<file path="config.mk">
export PLATFORM = sky130hd
export DESIGN_NAME = pin_cfg_settle_seq
export DESIGN_NICKNAME = d
export VERILOG_FILES = /design/src/rtl/cfgsq_pkg.sv /design/src/rtl/cfgsq_sync.sv /design/src/rtl/cfgsq_timer.sv /design/src/rtl/cfgsq_out.sv /design/src/rtl/pin_cfg_settle_seq.sv
export SDC_FILE = /design/constraint.sdc
export NUM_CORES = 1
export LEC_CHECK = 0
export BUFFER_PORTS_ARGS = -buffer_cell sky130_fd_sc_hd__buf_2
export CORE_ASPECT_RATIO = 1.25
export CORE_MARGIN = 4
export CORE_UTILIZATION = 53
export DETAILED_ROUTE_END_ITERATION = 16
export PLACE_DENSITY = 0.8
export SETUP_SLACK_MARGIN = 0.4
export SYNTH_ARGS = -nofsm -noshare
export SYNTH_HDL_FRONTEND = slang
export SYNTH_HIERARCHICAL = 1
export SYNTH_SLANG_ARGS = --single-unit
export TNS_END_PERCENT = 5
</file>
<file path="constraint.sdc">
create_clock -name clk -period 3.2 [get_ports clk]
set_clock_uncertainty 0.1 [all_clocks]
set_input_delay 0.64 -clock clk [delete_from_list [all_inputs] [get_ports clk]]
set_output_delay 0.64 -clock clk [all_outputs]
set_load 0.02 [all_outputs]
</file>
<file path="src/rtl/cfgsq_pkg.sv">
package cfgsq_pkg;

  typedef struct packed {
    logic filt_slow;
    logic gain_unity;
  } cfg_t;

  function automatic int unsigned period_for(input logic slow,
                                             input int unsigned fast_p,
                                             input int unsigned slow_p);
    return slow ? slow_p : fast_p;
  endfunction

  function automatic int unsigned settle_for(input logic slow,
                                             input int unsigned fast_n,
                                             input int unsigned slow_n);
    return slow ? slow_n : fast_n;
  endfunction

  function automatic int unsigned max_of(input int unsigned a, input int unsigned b);
    return (a > b) ? a : b;
  endfunction

endpackage

</file>
<file path="src/rtl/cfgsq_sync.sv">
module cfgsq_sync #(
  parameter int unsigned N_PINS = 2,
  parameter int unsigned STAGES = 2
) (
  input  logic              clk,
  input  logic              rst_n,
  input  logic [N_PINS-1:0] pin_raw,
  output logic [N_PINS-1:0] pin_sync,
  output logic [N_PINS-1:0] pin_chg
);

  for (genvar i = 0; i < N_PINS; i++) begin : g_pin
    // pipe[STAGES-1] is the synchronized value, pipe[STAGES] its history
    logic [STAGES:0] pipe;

    always_ff @(posedge clk) begin
      if (!rst_n) pipe <= '0;
      else        pipe <= {pipe[STAGES-1:0], pin_raw[i]};
    end

    assign pin_sync[i] = pipe[STAGES-1];
    assign pin_chg[i]  = pipe[STAGES-1] ^ pipe[STAGES];
  end

endmodule

</file>
<file path="src/rtl/cfgsq_timer.sv">
module cfgsq_timer
  import cfgsq_pkg::*;
#(
  parameter int unsigned FAST_TICKS  = 60,
  parameter int unsigned SLOW_TICKS  = 100,
  parameter int unsigned FAST_SETTLE = 2,
  parameter int unsigned SLOW_SETTLE = 3,
  parameter int unsigned TICK_W      = 7,
  parameter int unsigned SET_W       = 2
) (
  input  logic clk,
  input  logic rst_n,
  input  logic slow,
  input  logic restart,
  output logic conv_evt,
  output logic conv_ok,
  output logic near_end
);

  logic [TICK_W-1:0] tick_q, last_tick, warn_tick;
  logic [SET_W-1:0]  set_q, last_set;

  always_comb begin
    last_tick = TICK_W'(period_for(slow, FAST_TICKS, SLOW_TICKS) - 1);
    warn_tick = TICK_W'(period_for(slow, FAST_TICKS, SLOW_TICKS) - 2);
    last_set  = SET_W'(settle_for(slow, FAST_SETTLE, SLOW_SETTLE) - 1);
  end

  assign conv_evt = !restart && (tick_q == last_tick);
  assign near_end = !restart && (tick_q == warn_tick);
  assign conv_ok  = conv_evt && (set_q == last_set);

  always_ff @(posedge clk) begin
    if (!rst_n || restart) begin
      tick_q <= '0;
      set_q  <= '0;
    end else if (conv_evt) begin
      tick_q <= '0;
      if (set_q != last_set) set_q <= set_q + 1'b1;
    end else begin
      tick_q <= tick_q + 1'b1;
    end
  end

endmodule

</file>
<file path="src/rtl/cfgsq_out.sv">
module cfgsq_out #(
  parameter int unsigned DATA_W = 20,
  parameter int unsigned BIT_W  = 5
) (
  input  logic              clk,
  input  logic              rst_n,
  input  logic              restart,
  input  logic              conv_evt,
  input  logic              conv_ok,
  input  logic              near_end,
  input  logic [DATA_W-1:0] sample_in,
  input  logic              rd_bit,
  output logic              conv_done,
  output logic              data_valid,
  output logic [DATA_W-1:0] data_out,
  output logic              avail,
  output logic              rdy_dout
);

  logic [BIT_W-1:0] bit_cnt;
  logic [BIT_W-1:0] bit_idx;

  always_ff @(posedge clk) begin
    if (!rst_n) begin
      conv_done  <= 1'b0;
      data_valid <= 1'b0;
      data_out   <= '0;
    end else begin
      conv_done  <= conv_evt;
      data_valid <= conv_ok;
      if (conv_evt) data_out <= sample_in;
    end
  end

  always_ff @(posedge clk) begin
    if (!rst_n || restart) avail <= 1'b0;
    else if (conv_ok)      avail <= 1'b1;
    else if (near_end)     avail <= 1'b0;
  end

  always_ff @(posedge clk) begin
    if (!rst_n || restart || conv_evt)
      bit_cnt <= '0;
    else if (rd_bit && avail && bit_cnt != BIT_W'(DATA_W))
      bit_cnt <= bit_cnt + 1'b1;
  end

  assign bit_idx = BIT_W'(DATA_W) - bit_cnt;

  always_comb begin
    if (!avail)             rdy_dout = 1'b1;
    else if (bit_cnt == '0) rdy_dout = 1'b0;
    else                    rdy_dout = data_out[bit_idx];
  end

endmodule

</file>
<file path="src/rtl/pin_cfg_settle_seq.sv">
module pin_cfg_settle_seq
  import cfgsq_pkg::*;
#(
  parameter int unsigned DATA_W      = 20,
  parameter int unsigned FAST_TICKS  = 60,
  parameter int unsigned SLOW_TICKS  = 100,
  parameter int unsigned FAST_SETTLE = 2,
  parameter int unsigned SLOW_SETTLE = 3,
  parameter int unsigned SYNC_STAGES = 2
) (
  input  logic              clk,
  input  logic              rst_n,
  input  logic              filt_sel_pin,
  input  logic              gain_sel_pin,
  input  logic [DATA_W-1:0] sample_in,
  input  logic              rd_bit,
  output logic              rdy_dout,
  output logic              conv_done,
  output logic              data_valid,
  output logic [DATA_W-1:0] data_out,
  output logic              gain_unity
);

  localparam int unsigned MAX_TICKS  = max_of(FAST_TICKS, SLOW_TICKS);
  localparam int unsigned MAX_SETTLE = max_of(FAST_SETTLE, SLOW_SETTLE);
  localparam int unsigned TICK_W     = $clog2(MAX_TICKS);
  localparam int unsigned SET_W      = $clog2(MAX_SETTLE + 1);
  localparam int unsigned BIT_W      = $clog2(DATA_W + 1);
  localparam int unsigned N_PINS     = 2;

  logic [N_PINS-1:0] pin_raw, pin_sync, pin_chg;
  cfg_t              cfg;
  logic              restart;
  logic              conv_evt;
  logic              conv_ok;
  logic              near_end;
  logic              avail;

  assign pin_raw = {gain_sel_pin, filt_sel_pin};

  cfgsq_sync #(
    .N_PINS (N_PINS),
    .STAGES (SYNC_STAGES)
  ) u_sync (
    .clk      (clk),
    .rst_n    (rst_n),
    .pin_raw  (pin_raw),
    .pin_sync (pin_sync),
    .pin_chg  (pin_chg)
  );

  assign cfg     = '{filt_slow: pin_sync[0], gain_unity: pin_sync[1]};
  assign restart = |pin_chg;

  cfgsq_timer #(
    .FAST_TICKS  (FAST_TICKS),
    .SLOW_TICKS  (SLOW_TICKS),
    .FAST_SETTLE (FAST_SETTLE),
    .SLOW_SETTLE (SLOW_SETTLE),
    .TICK_W      (TICK_W),
    .SET_W       (SET_W)
  ) u_timer (
    .clk      (clk),
    .rst_n    (rst_n),
    .slow     (cfg.filt_slow),
    .restart  (restart),
    .conv_evt (conv_evt),
    .conv_ok  (conv_ok),
    .near_end (near_end)
  );

  cfgsq_out #(
    .DATA_W (DATA_W),
    .BIT_W  (BIT_W)
  ) u_out (
    .clk        (clk),
    .rst_n      (rst_n),
    .restart    (restart),
    .conv_evt   (conv_evt),
    .conv_ok    (conv_ok),
    .near_end   (near_end),
    .sample_in  (sample_in),
    .rd_bit     (rd_bit),
    .conv_done  (conv_done),
    .data_valid (data_valid),
    .data_out   (data_out),
    .avail      (avail),
    .rdy_dout   (rdy_dout)
  );

  assign gain_unity = cfg.gain_unity;

endmodule

</file>
==> impl_metrics.env <==
export IMPL_status="completed"
export IMPL_wl_met3_um=231
export IMPL_rsz0062_at_grt="true"
export IMPL_avgSynthCellArea_um2=10.1
export IMPL_fp_dieW_um=64.2
export IMPL_port_buffers=48
export IMPL_grt_max_degree=32
export IMPL_tns_ns=0
export IMPL_die_area_um2=5020
export IMPL_cp_end_kind="output pin"
export IMPL_first_pass_iters=4
export IMPL_timing_rr_start="u_sync/g_pin[0].pipe[1]"
export IMPL_totalWireLength_mm=4.53
export IMPL_min_period_over_period=0.889
export IMPL_rr_endpoint="u_out/data_out[2]"
export IMPL_cp_start_kind="flop"
export IMPL_grt_ovfl_total=0
export IMPL_worstSetupPathType="reg2out"
export IMPL_slowest_stage="mux4_2"
export IMPL_n_antenna_cell=0
export IMPL_setup_viol=0
export IMPL_drt_iter0_markers=63
export IMPL_layout_setup_ws_ns=0.356
export IMPL_final_nets=284
export IMPL_synth_commonest_cells="dfxtp_1 (43), nor2b_1 (21), mux2i_1 (20), nor2_1 (11)"
export IMPL_max_freq_mhz=352
export IMPL_relSlewSlack=0.594
export IMPL_nFillCells=309
export IMPL_ys_seq_elements=43
export IMPL_clk_pin_slew_worst_paths_ns=0.08
export IMPL_reg2reg_slack_ns=0.86
export IMPL_topRoutingLayerUsed="met4"
export IMPL_clk_latency_ns=0.29
export IMPL_required_ns=2.46
export IMPL_grt_pass1_wl_mm=7.45
export IMPL_wl_met1_mm=1.80
export IMPL_worstPathMaxFanout=2
export IMPL_ys_types=47
export IMPL_cts_root_buffer_cell="clkbuf_8"
export IMPL_cts_buffers_inserted=5
export IMPL_ys_seq_area_frac=0.412
export IMPL_syn_nets=235
export IMPL_peakVddDrop_mv=0.302
export IMPL_hold_depth=1
export IMPL_r2r_cells=8
export IMPL_start_util=0.552
export IMPL_die_h_um=78.2
export IMPL_whs_endpoint="u_sync/g_pin[1].pipe[1]"
export IMPL_dp_hpwl_mm=3.26
export IMPL_avgRoutedWirePerCell_um=14.6
export IMPL_htreeDepth=2
export IMPL_synth_warnings=6
export IMPL_tightest_slew_ns=0.608
export IMPL_yosysMostFrequentCell="dfxtp_1"
export IMPL_p_per_area_nw_per_um2=420
export IMPL_drc=0
export IMPL_place_gp_congestion=0.797
export IMPL_period_needed_ns=2.84
export IMPL_async_flop_share=0
export IMPL_core_um2=3780
export IMPL_drv_slew=0
export IMPL_dp_slack_ns=0.295
export IMPL_crit_arrival_ns=2.10
export IMPL_grt_pass1_vias=1608
export IMPL_synth_top_area_share=0.412
export IMPL_rows=25
export IMPL_syn_to_final_growth_pct=22.5
export IMPL_ys_top_cells_by_area="dfxtp_1 (41%), mux2i_1 (9.6%), mux4_1 (6.3%)"
export IMPL_hold_path_startpoint="u_sync/g_pin[1].pipe[0]"
export IMPL_drv_cap=0
export IMPL_yosysTopAreaCell="dfxtp_1"
export IMPL_p_leak_nw=1.00
export IMPL_crit_chain="inv_4, ha_4, mux4_2, mux2_4, o31ai_4, o2111ai_2, buf_4"
export IMPL_synth_top_flop_cell="dfxtp_1"
export IMPL_vias=1658
export IMPL_hold_path_class="reg2reg"
export IMPL_cts_buffer_depth=2
export IMPL_final_hold_viol_count=0
export IMPL_max_stage_delay_ns=0.48
export IMPL_io_pins=49
export IMPL_ant_nets=0
export IMPL_avgViaCountPerCell=5.35
export IMPL_synth_edff_count=0
export IMPL_grt_usage=0.191
export IMPL_cts_sinks=43
export IMPL_synth_cells=206
export IMPL_cts_tree="built"
export IMPL_syn_area_um2=2090
export IMPL_dr_wl_met2_mm=2.37
export IMPL_final_layout_size_suffix_gt1_frac=0.297
export IMPL_antenna_found_initial=0
## final cells by class
type / count / area [um2] / area share
clock inverters: 2 / 60.1 / 0.0235
multi-input cells: 141 / 1150 / 0.449
clock buffers: 6 / 72.6 / 0.0283
inverters: 10 / 40.0 / 0.0156
well taps: 54 / 67.6 / 0.0264
flip-flops and latches: 43 / 866 / 0.338
repair buffers: 54 / 304 / 0.119
## cells in the final DEF (no fill, tap or decap), types with 2 or more instances in the layout
cell type  netlist  routed
o21ai_0          4       4
buf_4            3       5
nand2_1          5       5
ha_1             4       3
a31oi_1          2       2
buf_2            4      47
dfxtp_1         43      41
mux4_1           5       4
inv_1           10       8
nand3_1          5       5
a21oi_1          9       9
and2_1          10      10
nor4_1           2       2
or3_1            2       2
nor3b_1          3       3
mux2i_1         20      20
clkbuf_8         0       5
xor2_1           6       6
xnor2_1          3       3
nor3_1           3       3
nor2b_1         21      21
nor2_1          11      11
bufinv_16        0       2
nand2b_1         2       2
## cell families (layout without fill, tap and decap cells)
logic type,count (synthesis),in the layout,share of synthesized area
AO/OA/AOI/OAI,25,25,0.0856
XOR/XNOR,9,9,0.0377
adder cells (fa/ha/maj),4,4,0.0240
buffers and inverters,22,72,0.0509
flip-flops,43,43,0.412
multiplexers,27,27,0.169
AND/OR/NAND/NOR,76,76,0.220
## through the flow
step / instance area [um2] / cells / power (mW) / hold slack (ns) / utilization
after floorplan: 2100 / 206 / 0.580 / 0.306 / -
final: 2560 / 310 / 1.08 / 0.334 / 0.676
after detailed placement: 2360 / 298 / 0.601 / 0.312 / 0.624
after global routing: 2560 / 310 / 1.12 / 0.361 / 0.676
after global placement: 2360 / 298 / 0.599 / 0.312 / 0.624
after CTS: 2550 / 309 / 1.09 / 0.337 / 0.673
## flip-flops by register name, indices dropped and copies added (netlist names)
name,cells
u_out/bit_cnt,5
u_timer/tick_q,7
u_out/data_valid,1
u_timer/set_q,2
u_sync/g_pin.pipe,6
u_out/conv_done,1
u_out/avail,1
u_out/data_out,20
## power by group
part           switching, mW  internal, mW  total, mW
sequential           0.00466         0.540      0.544
clock                  0.178         0.312      0.490
combinational         0.0201        0.0221     0.0422
## how the worst max path moves through the flow
stage / from / end / slack, ns / depth (start not counted)
final: u_out/bit_cnt[1] / rdy_dout / 0.36 / 7
after floorplan: u_out/bit_cnt[0] / rdy_dout / 0.41 / 7
after CTS: u_out/bit_cnt[1] / rdy_dout / 0.36 / 7
after global placement: u_out/bit_cnt[1] / rdy_dout / 0.37 / 7
after global routing: u_out/bit_cnt[1] / rdy_dout / 0.29 / 7
after detailed placement: u_out/bit_cnt[1] / rdy_dout / 0.30 / 7
## layer usage
metal,track usage,vias to the layer above
met5,0,-
met4,0.101,0
met3,0.0358,13
met2,0.331,56
met1,0.219,775
li1,-,814
## timing repair
item                       4_1_cts  5_1_grt
gates resized for setup         11        2
setup buffers                    3        1
hold buffers                     0        0
setup endpoints to repair        1        1
pin swaps                        1        1
## critical path, delay by kind of cell (launching register included)
family / cells / cell delay [ns]
AOI/OAI and AO/OA: 2 / 0.18
DFF: 1 / 0.37
adders and majority gates: 1 / 0.27
muxes: 2 / 0.77
buffers and inverters: 2 / 0.22
(Power assumes the default switching activity.)
